**src/rtl/moq_pkg.sv**
```systemverilog
package moq_pkg;
    localparam int MOQ_AW  = 16;
    localparam int MOQ_DW  = 32;
    localparam int MOQ_IDW = 4;
    localparam int MOQ_BEW = MOQ_DW / 8;

    typedef enum logic [1:0] {
        MT_NORMAL = 2'd0,
        MT_DEVICE = 2'd1,
        MT_STRONG = 2'd2
    } mtype_e;

    typedef enum logic [1:0] {
        SZ_BYTE = 2'd0,
        SZ_HALF = 2'd1,
        SZ_WORD = 2'd2
    } size_e;

    typedef struct packed {
        logic [MOQ_AW-1:0] addr;
        size_e             size;
        logic              we;
        mtype_e            mtype;
    } moq_key_t;

    typedef struct packed {
        moq_key_t           key;
        logic [MOQ_DW-1:0]  data;
        logic [MOQ_IDW-1:0] id;
    } moq_ent_t;

    // Pull the requested bytes of a returned word down to bit 0.
    function automatic logic [MOQ_DW-1:0] moq_extract(input logic [MOQ_DW-1:0] w,
                                                      input logic [1:0] lo,
                                                      input size_e sz);
        logic [MOQ_DW-1:0] r;
        case (sz)
            SZ_BYTE: r = {24'h0, w[{lo, 3'b000} +: 8]};
            SZ_HALF: r = {16'h0, (lo[1] ? w[31:16] : w[15:0])};
            default: r = w;
        endcase
        return r;
    endfunction
endpackage

```
**src/rtl/moq_lane.sv**
```systemverilog
module moq_lane
    import moq_pkg::*;
(
    input  logic [1:0]         lo,
    input  size_e              size,
    input  logic [MOQ_DW-1:0]  data,
    output logic [MOQ_BEW-1:0] be,
    output logic [MOQ_DW-1:0]  lanes
);
    always_comb begin
        case (size)
            SZ_BYTE: begin
                be    = 4'b0001 << lo;
                lanes = data << {lo, 3'b000};
            end
            SZ_HALF: begin
                be    = lo[1] ? 4'b1100 : 4'b0011;
                lanes = lo[1] ? {data[15:0], 16'h0} : {16'h0, data[15:0]};
            end
            default: begin
                be    = 4'b1111;
                lanes = data;
            end
        endcase
    end
endmodule

```
**src/rtl/moq_merge_sel.sv**
```systemverilog
module moq_merge_sel
    import moq_pkg::*;
#(
    parameter int DEPTH = 4,
    parameter int IDX_W = $clog2(DEPTH)
) (
    input  moq_key_t         keys [DEPTH],
    input  logic [DEPTH-1:0] vld,
    output logic             hit,
    output logic [IDX_W-1:0] idx
);
    logic             head_ok;
    logic [DEPTH-1:0] cand;
    logic [DEPTH-1:0] hazard;

    assign head_ok = vld[0] && keys[0].mtype == MT_NORMAL && keys[0].we &&
                     keys[0].size == SZ_HALF && !keys[0].addr[0];

    assign cand[0]   = 1'b0;
    assign hazard[0] = 1'b0;

    // Per-entry partner match and ordering hazard against the head.
    for (genvar k = 1; k < DEPTH; k++) begin : g_ent
        logic same_word;
        assign same_word = keys[k].addr[MOQ_AW-1:2] == keys[0].addr[MOQ_AW-1:2];
        assign cand[k]   = vld[k] && keys[k].mtype == MT_NORMAL && keys[k].we &&
                           keys[k].size == SZ_HALF && !keys[k].addr[0] && same_word &&
                           (keys[k].addr[1] != keys[0].addr[1]);
        assign hazard[k] = vld[k] && (keys[k].mtype == MT_STRONG || same_word);
    end

    // Oldest partner not fenced off by an earlier hazard.
    always_comb begin
        logic stop;
        stop = 1'b0;
        hit  = 1'b0;
        idx  = '0;
        for (int k = 1; k < DEPTH; k++) begin
            if (!stop) begin
                if (cand[k] && head_ok) begin
                    hit = 1'b1;
                    idx = IDX_W'(k);
                end
                stop = hazard[k];
            end
        end
    end
endmodule

```
**src/rtl/mem_order_queue.sv**
```systemverilog
module mem_order_queue
    import moq_pkg::*;
#(
    parameter int DEPTH = 4
) (
    input  logic               clk,
    input  logic               rst_n,
    input  logic               in_valid,
    output logic               in_ready,
    input  logic [MOQ_AW-1:0]  in_addr,
    input  logic [1:0]         in_size,
    input  logic               in_we,
    input  logic [MOQ_DW-1:0]  in_wdata,
    input  logic [1:0]         in_mtype,
    input  logic [MOQ_IDW-1:0] in_id,
    output logic               mem_req_valid,
    input  logic               mem_req_ready,
    output logic [MOQ_AW-1:0]  mem_addr,
    output logic [1:0]         mem_size,
    output logic               mem_we,
    output logic [MOQ_BEW-1:0] mem_be,
    output logic [MOQ_DW-1:0]  mem_wdata,
    input  logic               mem_rsp_valid,
    input  logic [MOQ_DW-1:0]  mem_rsp_rdata,
    output logic               rd_valid,
    output logic [MOQ_IDW-1:0] rd_id,
    output logic [MOQ_DW-1:0]  rd_data
);
    localparam int IDX_W = $clog2(DEPTH);
    localparam int CNT_W = $clog2(DEPTH + 1);

    typedef enum logic [1:0] {ST_IDLE, ST_ISSUE, ST_AWAIT} st_e;

    st_e                state, state_n;
    moq_ent_t           q  [DEPTH];
    moq_ent_t           nq [DEPTH];
    moq_key_t           keys [DEPTH];
    logic [DEPTH-1:0]   vld;
    logic [CNT_W-1:0]   count, ncount;
    logic               push, latch;
    moq_ent_t           in_ent;

    logic               mrg_hit;
    logic [IDX_W-1:0]   mrg_idx;
    logic [MOQ_BEW-1:0] hd_be;
    logic [MOQ_DW-1:0]  hd_lanes;
    logic               widen, shape;
    logic [MOQ_AW-1:0]  iss_addr;
    size_e              iss_size;
    logic [MOQ_BEW-1:0] iss_be;
    logic [MOQ_DW-1:0]  iss_wdata;

    logic [MOQ_AW-1:0]  cur_addr;
    size_e              cur_size;
    logic               cur_we;
    logic [MOQ_BEW-1:0] cur_be;
    logic [MOQ_DW-1:0]  cur_wdata;
    logic [MOQ_IDW-1:0] cur_id;
    logic [1:0]         cur_rlo;
    size_e              cur_rsize;

    // ---------------- queue bookkeeping ----------------
    for (genvar i = 0; i < DEPTH; i++) begin : g_vld
        assign vld[i]  = CNT_W'(i) < count;
        assign keys[i] = q[i].key;
    end

    assign in_ready = count < CNT_W'(DEPTH);
    assign push     = in_valid && in_ready;
    assign latch    = (state == ST_IDLE) && vld[0];

    assign in_ent.key.addr  = in_addr;
    assign in_ent.key.size  = size_e'(in_size);
    assign in_ent.key.we    = in_we;
    assign in_ent.key.mtype = mtype_e'(in_mtype);
    assign in_ent.data      = in_wdata;
    assign in_ent.id        = in_id;

    // Remove head (and partner) on latch, compact, append new request.
    always_comb begin
        logic [CNT_W-1:0] w;
        nq = q;
        w  = '0;
        for (int i = 0; i < DEPTH; i++) begin
            logic drop;
            drop = latch && (i == 0 || (mrg_hit && IDX_W'(i) == mrg_idx));
            if (vld[i] && !drop) begin
                nq[w[IDX_W-1:0]] = q[i];
                w = w + 1'b1;
            end
        end
        if (push) begin
            nq[w[IDX_W-1:0]] = in_ent;
            w = w + 1'b1;
        end
        ncount = w;
    end

    always_ff @(posedge clk) begin
        if (!rst_n) begin
            count <= '0;
            for (int i = 0; i < DEPTH; i++) q[i] <= '0;
        end else begin
            count <= ncount;
            q     <= nq;
        end
    end

    // ---------------- transaction shaping ----------------
    moq_merge_sel #(.DEPTH(DEPTH), .IDX_W(IDX_W)) u_sel (
        .keys (keys),
        .vld  (vld),
        .hit  (mrg_hit),
        .idx  (mrg_idx)
    );

    moq_lane u_lane (
        .lo    (q[0].key.addr[1:0]),
        .size  (q[0].key.size),
        .data  (q[0].data),
        .be    (hd_be),
        .lanes (hd_lanes)
    );

    always_comb begin
        widen    = q[0].key.mtype == MT_NORMAL && !q[0].key.we && q[0].key.size == SZ_BYTE;
        shape    = widen || mrg_hit;
        iss_addr = shape ? {q[0].key.addr[MOQ_AW-1:2], 2'b00} : q[0].key.addr;
        iss_size = shape ? SZ_WORD : q[0].key.size;
        iss_be   = shape ? 4'b1111 : hd_be;
        iss_wdata = hd_lanes;
        if (mrg_hit) begin
            iss_wdata = hd_lanes | (q[mrg_idx].key.addr[1] ? {q[mrg_idx].data[15:0], 16'h0}
                                                           : {16'h0, q[mrg_idx].data[15:0]});
        end
    end

    always_ff @(posedge clk) begin
        if (!rst_n) begin
            cur_addr  <= '0;
            cur_size  <= SZ_BYTE;
            cur_we    <= 1'b0;
            cur_be    <= '0;
            cur_wdata <= '0;
            cur_id    <= '0;
            cur_rlo   <= '0;
            cur_rsize <= SZ_BYTE;
        end else if (latch) begin
            cur_addr  <= iss_addr;
            cur_size  <= iss_size;
            cur_we    <= q[0].key.we;
            cur_be    <= iss_be;
            cur_wdata <= iss_wdata;
            cur_id    <= q[0].id;
            cur_rlo   <= q[0].key.addr[1:0];
            cur_rsize <= q[0].key.size;
        end
    end

    // ---------------- state machine ----------------
    always_ff @(posedge clk) begin
        if (!rst_n) state <= ST_IDLE;
        else        state <= state_n;
    end

    always_comb begin
        state_n = state;
        unique case (state)
            ST_IDLE:  if (vld[0])        state_n = ST_ISSUE;
            ST_ISSUE: if (mem_req_ready) state_n = ST_AWAIT;
            ST_AWAIT: if (mem_rsp_valid) state_n = ST_IDLE;
            default:                     state_n = ST_IDLE;
        endcase
    end

    always_comb begin
        mem_req_valid = state == ST_ISSUE;
        mem_addr      = cur_addr;
        mem_size      = cur_size;
        mem_we        = cur_we;
        mem_be        = cur_be;
        mem_wdata     = cur_wdata;
        rd_valid      = (state == ST_AWAIT) && mem_rsp_valid && !cur_we;
        rd_id         = cur_id;
        rd_data       = moq_extract(mem_rsp_rdata, cur_rlo, cur_rsize);
    end

    // ---------------- assertions ----------------
    p_depth_bound_r2: assert property (@(posedge clk) disable iff (!rst_n)
        count <= CNT_W'(DEPTH));

    p_req_hold_r9: assert property (@(posedge clk) disable iff (!rst_n)
        (mem_req_valid && !mem_req_ready) |=> (mem_req_valid && $stable(mem_addr) &&
        $stable(mem_be) && $stable(mem_wdata) && $stable(mem_we) && $stable(mem_size)));

    p_single_out_r9: assert property (@(posedge clk) disable iff (!rst_n)
        (mem_req_valid && mem_req_ready) |=> !mem_req_valid);

    p_rd_no_req_r8: assert property (@(posedge clk) disable iff (!rst_n)
        rd_valid |-> !mem_req_valid);

    p_exact_r4: assert property (@(posedge clk) disable iff (!rst_n)
        (latch && q[0].key.mtype != MT_NORMAL) |=>
        (mem_req_valid && mem_size == $past(q[0].key.size) && mem_be == $past(hd_be)));

    p_be_shape_r4: assert property (@(posedge clk) disable iff (!rst_n)
        mem_req_valid |-> ($countones(mem_be) == 1 || $countones(mem_be) == 2 ||
                           $countones(mem_be) == 4));

    p_word_aligned_r6: assert property (@(posedge clk) disable iff (!rst_n)
        (mem_req_valid && mem_size == SZ_WORD) |-> (mem_be == 4'b1111 && mem_addr[1:0] == 2'b00));
endmodule

```
**config.mk**
```make
export PLATFORM = sky130hd
export DESIGN_NAME = mem_order_queue
export DESIGN_NICKNAME = d
export VERILOG_FILES = /design/src/rtl/moq_pkg.sv /design/src/rtl/moq_lane.sv /design/src/rtl/moq_merge_sel.sv /design/src/rtl/mem_order_queue.sv
export SDC_FILE = /design/constraint.sdc
export NUM_CORES = 1
export LEC_CHECK = 0
export ABC_AREA = 1
export CAP_MARGIN = 10
export CORE_MARGIN = 4
export CORE_UTILIZATION = 62
export DETAILED_ROUTE_END_ITERATION = 16
export DONT_BUFFER_PORTS = 1
export PLACE_DENSITY_LB_ADDON = 0.3
export REMOVE_ABC_BUFFERS = 1
export SLEW_MARGIN = 25
export SYNTH_ARGS = -nofsm -noshare
export SYNTH_HDL_FRONTEND = slang
export SYNTH_SLANG_ARGS = --single-unit
```
**constraint.sdc**
```tcl
create_clock -name clk -period 9.9 [get_ports clk]
set_input_delay 1.485 -clock clk [delete_from_list [all_inputs] [get_ports clk]]
set_output_delay 1.485 -clock clk [all_outputs]
set_load 0.005 [all_outputs]
```
=== After elaboration in Yosys (flattened, before gate mapping) ===
Index checks and enable logic that the tools add are counted.

* Register bits after elaboration: 296
* Bits of input ports: 94
* Output and inout port bits: 94
* Logic and storage cells: 200

* $add $sub $neg: 4
* Order comparisons: 14
* Equality and inequality tests: 21
* Shifts and indexed selects: 3
* Mux-type cells: 50
* Bitwise logic cells: 6
* Reduce and logical (&&, ||, !) cells: 68

{| class="wikitable"
|+ Operators by type and width
! cell !! count
|-
| $bwmux W228 || 4
|-
| $mux W228 || 4
|-
| $demux W57 S2 || 4
|-
| $mux W57 || 4
|-
| $pmux W32 S2 || 2
|-
| $bmux W57 S2 || 1
|-
| $mux W32 || 3
|-
| $mux W43 || 2
|-
| $logic_and A1 B1 Y1 || 47
|-
| $eq A14 B14 Y1 || 3
|-
| $or A32 B32 Y32 || 1
|-
| $shiftx A32 B6 Y8 || 1
|-
| $shl A32 B5 Y32 || 1
|-
| $mux W2 || 10
|-
| $mux W16 || 1
|-
| $ge A3 B3 Y1 const B || 5
|-
| $logic_not A2 Y1 || 7
|-
| $eq A2 B1 Y1 const B || 6
|-
| $lt A3 B1 Y1 const B || 4
|-
| $not A2 Y3 || 4
|-
| $logic_not A1 Y1 || 10
|-
| $mux W3 || 3
|-
| $mux W1 || 8
|-
| $mux W4 || 2
|-
| other kinds (18) || 29
|}

=== Depth between registers and ports, before layout ===
* Word-level depth: 30
* Gate-level depth with buffers: 28
* Mapped depth without buffers: 25

=== Modules after synthesis ===
From an unflattened synthesis, not the netlist that was laid out.

* Cell total of the unflattened synthesis: 3517
* Area total of the unflattened synthesis: 20184.4 sq um

{| class="wikitable"
|+ By module, submodules not included
! module !! times used !! cells an instance !! area an instance (sq um) !! sequential area each (sq um)
|-
| mem_order_queue || 1 || 3061 || 18033.5 || 5925.7
|-
| moq_lane || 1 || 228 || 1173.6 || 0.0
|-
| moq_merge_sel || 1 || 228 || 977.2 || 0.0
|}

=== Worst setup path before layout ===
OpenSTA, ideal clock, no wires.

* Path type: register -> register
* Start: reg q (netlist bit keys[67])
* End: reg q (netlist bit keys[76])
* Library setup time: 117 ps
* Arrival: 3791 ps
* Required time: 9783 ps
* Setup slack: 5992 ps
* Stages on the path, launching flop included: 25
* Path buffers: 3
* Period minus slack after synthesis: 3908 ps
* Cells stage by stage: dfxtp_1 -> inv_2 -> nand2_4 -> nor3_2 -> nand3_2 -> nor3_1 -> nand3_1 -> nand2_1 -> inv_1 -> clkbuf_1 -> ha_1 -> nand3_1 -> nand2_1 -> inv_1 -> ha_1 -> nand2_1 -> nand2_1 -> inv_1 -> ha_1 -> nand2_1 -> clkbuf_1 -> clkbuf_1 -> o21ai_0 -> nor2_1 -> nor2_1

* Cells in the longest elaborated chain, start to end: 26
* Elaborated cells on any way between the ends: 61
* Classes of those cells: add/sub: 2; order compare: 6; eq/ne: 4; mux: 26; bitwise: 3; reduce/logical: 20

{| class="wikitable"
|+ RTL lines
! item !! line !! RTL
|-
| start, declared || mem_order_queue.sv:35 || <nowiki>moq_ent_t q [DEPTH];</nowiki>
|-
| start signal, assigned || mem_order_queue.sv:105 || <nowiki>q <= nq;</nowiki>
|-
| $eq A2 B1 Y1 * || moq_merge_sel.sv:17 || <nowiki>keys[0].size == SZ_HALF && !keys[0].addr[0];</nowiki>
|-
| $logic_and A1 B1 Y1 * || moq_merge_sel.sv:16 || <nowiki>assign head_ok = vld[0] && keys[0].mtype == MT_NORMAL && keys[0].we &&</nowiki>
|-
| $logic_and A1 B1 Y1 * || moq_merge_sel.sv:17 ||
|-
| $logic_and A1 B1 Y1 || moq_merge_sel.sv:40 || <nowiki>if (cand[k] && head_ok) begin</nowiki>
|-
| $mux W1 || moq_merge_sel.sv:40 ||
|-
| $mux W2 || moq_merge_sel.sv:40 ||
|-
| $mux W2 || moq_merge_sel.sv:39 || <nowiki>if (!stop) begin</nowiki>
|-
| $mux W2 || moq_merge_sel.sv:40 ||
|-
| [10 not listed] || n/a ||
|-
| $mux W3 (tied with other cells) || mem_order_queue.sv:87 || <nowiki>if (vld[i] && !drop) begin</nowiki>
|-
| $not A2 Y3 (not written as such) (tied with other cells) || mem_order_queue.sv:93 || <nowiki>nq[w[IDX_W-1:0]] = in_ent;</nowiki>
|-
| $ge A3 B3 Y1 (not written as such) (tied with other cells) || mem_order_queue.sv:93 ||
|-
| $logic_and A1 B1 Y1 (not written as such) (tied with other cells) || mem_order_queue.sv:93 ||
|-
| $mux W57 (not written as such) or $bwmux W228 (tied branches) || mem_order_queue.sv:93, mem_order_queue.sv:88 ||
|-
| $demux W57 S2 or $mux W228 (tied branches) || mem_order_queue.sv:93, mem_order_queue.sv:87 ||
|-
| $bwmux W228 || mem_order_queue.sv:93 ||
|-
| $mux W228 * || mem_order_queue.sv:92 || <nowiki>if (push) begin</nowiki>
|}

Mark *: on every way between the ends. The rest lies on a longest branch, timed or not.
A chain may end at the register's enable or synchronous reset.

=== Worst setup path after layout ===
* Start: reg q (netlist bit keys[67])
* End: reg q (netlist bit keys[67])

* Cells in the longest elaborated chain, start to end: 26
* Elaborated cells on any way between the ends: 62
* Classes of those cells: add/sub: 2; order compare: 6; eq/ne: 4; mux: 27; bitwise: 3; reduce/logical: 20

{| class="wikitable"
|+ RTL lines
! item !! line
|-
| $eq A2 B1 Y1 || moq_merge_sel.sv:17
|-
| $logic_and A1 B1 Y1 || moq_merge_sel.sv:16
|-
| $logic_and A1 B1 Y1 || moq_merge_sel.sv:17
|-
| $logic_and A1 B1 Y1 || moq_merge_sel.sv:40
|-
| $mux W1 || moq_merge_sel.sv:40
|-
| $mux W2 || moq_merge_sel.sv:40
|-
| $mux W2 || moq_merge_sel.sv:39
|-
| $mux W2 || moq_merge_sel.sv:40
|-
| [10 not listed] || n/a
|-
| $mux W3 (tied with other cells) || mem_order_queue.sv:87
|-
| $not A2 Y3 (not written as such) (tied with other cells) || mem_order_queue.sv:93
|-
| $ge A3 B3 Y1 (not written as such) (tied with other cells) || mem_order_queue.sv:93
|-
| $logic_and A1 B1 Y1 (not written as such) (tied with other cells) || mem_order_queue.sv:93
|-
| $mux W57 (not written as such) or $bwmux W228 (tied branches) || mem_order_queue.sv:93, mem_order_queue.sv:88
|-
| $demux W57 S2 or $mux W228 (tied branches) || mem_order_queue.sv:93, mem_order_queue.sv:87
|-
| $bwmux W228 || mem_order_queue.sv:93
|-
| $mux W228 * || mem_order_queue.sv:92
|}

Marked as above.

==> results.yml <==
pwr:
  vdd_drop_max_uv: 146.5
  total_power_mw: 4.449
  cellLeakagePower_nw: 9.401
  powerDensity_mw_per_mm2: 221.4
die:
  start_util_pct: 62.75
  core_area_sq_mm: 0.03051
  die_x_um: 183.7
  rows: 64
  die_area_sq_mm: 0.03375
  die_height_um: 183.7
  io_pins: 188
yosys:
  synth_top_area_share_pct: 30.95
  synth.distinct_cells: 40
  synth_seq_area_share_pct: 30.95
  synth_common_cells: "nand2_1 (597), inv_1 (524), o21ai_0 (430)"
  yosys-top-cells-area: "dfxtp_1 (31%), nand2_1 (12%), o21ai_0 (11%), inv_1 (10%), nand3_1 (8.3%)"
  synth_ff_type: "dfxtp_1"
  ys_ff_latch: 296
  syn_inst: 3192
  synth_edf_count: 0
  syn_area_sq_mm: 0.01914
  synth_top_area_cell: "dfxtp_1"
  ys_warn_count: 0
  ys_async_sr_fraction_pct: 0
  syn-mean-instance-area_sq_um: 5.998
  yosysMostFrequentCell: "nand2_1"
drt:
  vias_per_cell: 6.072
  routed_wirelength_mm: 63.60
  met3_length_mm: 7.935
  wl_met2_mm: 28.62
  routedWlPerCell_um: 18.43
  wl_met1_mm: 24.12
  routed.top_layer: "met4"
  drt-pass1-iter-count: 6
  ant_nets: 0
  drc_errors: 0
  vias: 20960
  drtIter0Drc: 2626
worst_setup_path:
  cpLargestDelayFamily: "simple AND/OR/NAND/NOR gates"
  slowest_delay_ns: 0.67
  cp.arrival_ns: 6.05
  path_max_fanout: 67
  cp-start-kind: "flop"
  crit_buf_inv: 7
  crit_chain: "buf_4 > inv_2 > nand2_4 > nor3_2 > nand3_2 > nor3_1 > nand3_1 > nand2_1 > buf_4 > inv_2 > ha_1 > nand3_2 > nand2_1 > inv_1 > ha_1 > nand2_1 > nand2_1 > inv_1 > ha_1 > nand2_4 > buf_4 > o21ai_0 > nor2_1 > nor2_1"
  worstSetupPathType: "reg -> reg"
  setup.worst_path.end_class: "flop"
  required_ns: 10.31
  cpMaxStageDelayCell: "buf_4"
  crit_top_cell: "nand2_1"
cts:
  htree_levels: 2
  cts.root.buffer_cell: "clkbuf_16"
  cts_buffers: 35
  cts-hold-fix-buffers: 0
  path_clk_slew_ns: 0.06
  postCtsSetupBuffers: 0
  cts.sinks: 296
  ctsResizeCount: 0
  cts_tree: "yes"
  clockBufferDepth: 3
  clk_latency_ns: 0.53
timing:
  fin_setup_tns_ns: 0
  fin_skew_ns: 0.02077
  min_period_ns: 5.643
  relSlewSlack_pct: 36.88
  whs_ns: 0.4627
  fmax_mhz: 177.2
  setup_viol: 0
  tightest_slew_ns: 0.9469
  period_share_pct: 57.00
  rsz0062_at_grt: "no"
  final_hold_viol_count: 0
  slew_violations: 0
global_route:
  grt_use_total_pct: 35.74
  grt_max_degree: 176
  overflow: 0
  grt_antenna_before_repair: 0
  grt_pass1_wl_mm: 99.83
  grt_pass1_vias: 19700
placement:
  numPortBuffers: 0
  gp_congestion: 0.9468
  hpwl_mm: 37.13
job:
  cap_violations: 0
final_layout:
  area_delta_synth_final_pct: 4.967
  n_antenna_cell: 0
  drive_gt1_share_pct: 4.092
  num-fill-cells: 2727
  final_nets: 3135
worst_hold_path:
  holdCritPathClass: "reg -> reg"
outcome:
  outcome: "finished clean"
[layer usage]
layer | global-route usage, % | vias to the layer above
li1 | - | 9960
met1 | 44.55 | 9423
met2 | 58.44 | 1336
met3 | 7.954 | 236
met4 | 17.98 | 0
met5 | 0 | -
[stage by stage]
step                      instances  setup WS, ns  util, %  instance area (sq um)
final                          3451         4.257    65.87                  20100
after global routing           3451         3.936    65.87                  20100
after CTS                      3451         4.406    65.81                  20080
after detailed placement       3388         4.452    61.79                  18850
after global placement         3388         4.690    61.79                  18850
after floorplan                2968        0.4319        -                  18120
[final timing paths]
| kind | from | end | slack (ns) | depth (start not counted) |
|---|---|---|---|---|
| min | q[171] | rd_id[0] | 0.46 | 2 |
| max | keys[67] | keys[67] | 4.26 | 24 |
| min reg2reg | q[171] | rd_id[0] | 0.46 | 2 |
| max reg2reg | keys[67] | keys[67] | 4.26 | 24 |
[final cells by class]
cell class	count	area (sq um)	area share (%)
repair buffers	24	180.2	0.8966
clock buffers	52	1042	5.186
multi-input cells	2131	10230	50.92
clock inverters	11	186.4	0.9277
inverters	541	2032	10.11
flip-flops and latches	296	5926	29.49
well taps	396	495.5	2.466
[worst reg2reg max path, cell delays in order (launching register included)]
cell	delay [ns]
dfxtp_1	0.30
buf_4	0.21
inv_2	0.30
nand2_4	0.16
nor3_2	0.15
nand3_2	0.14
nor3_1	0.27
nand3_1	0.10
nand2_1	0.10
buf_4	0.67
inv_2	0.09
ha_1	0.37
nand3_2	0.10
nand2_1	0.20
inv_1	0.11
ha_1	0.28
nand2_1	0.05
nand2_1	0.14
inv_1	0.08
ha_1	0.23
nand2_4	0.52
buf_4	0.54
o21ai_0	0.22
nor2_1	0.16
nor2_1	0.05
[report_power, final]
part           internal [mW]  total (mW)  leakage (nW)  switching, mW
clock network          0.861        1.39         0.601          0.525
logic                  0.462        1.44          6.38          0.976
registers               1.41        1.63          2.42          0.212
[sequential cells by signal, indices dropped and copies added, names as in the netlist]
signal / flops
q: 144
mem_addr: 16
count: 3
mem_size: 2
mem_we: 1
cur_rsize: 2
mem_wdata: 32
rd_id: 4
mem_be: 4
cur_rlo: 2
state: 2
keys: 84
[placed cells by master (no fill, tap or decap), drive strengths merged, types with 9 or more instances in the layout]
master,netlist,final
ha,12,12
clkbuf,143,52
nand3,320,320
o211ai,102,102
inv,539,540
nand2,608,608
o21ai,498,498
a21oi,256,256
buf,81,24
dfxtp,296,296
a211oi,9,9
nor2,273,273
[cells by family (layout without fill, tap and decap cells)]
kind of cell	Yosys count	in the layout	share of synthesized area (%)
AND/OR/NAND/NOR	1216	1216	26.65
XOR/XNOR	11	11	0.5032
adder cells (fa/ha/maj)	12	12	0.7842
buffers and inverters	765	628	15.94
flip-flops	296	296	30.95
AO/OA/AOI/OAI	892	892	25.17
No activity file was read; power rests on OpenSTA's default activity.
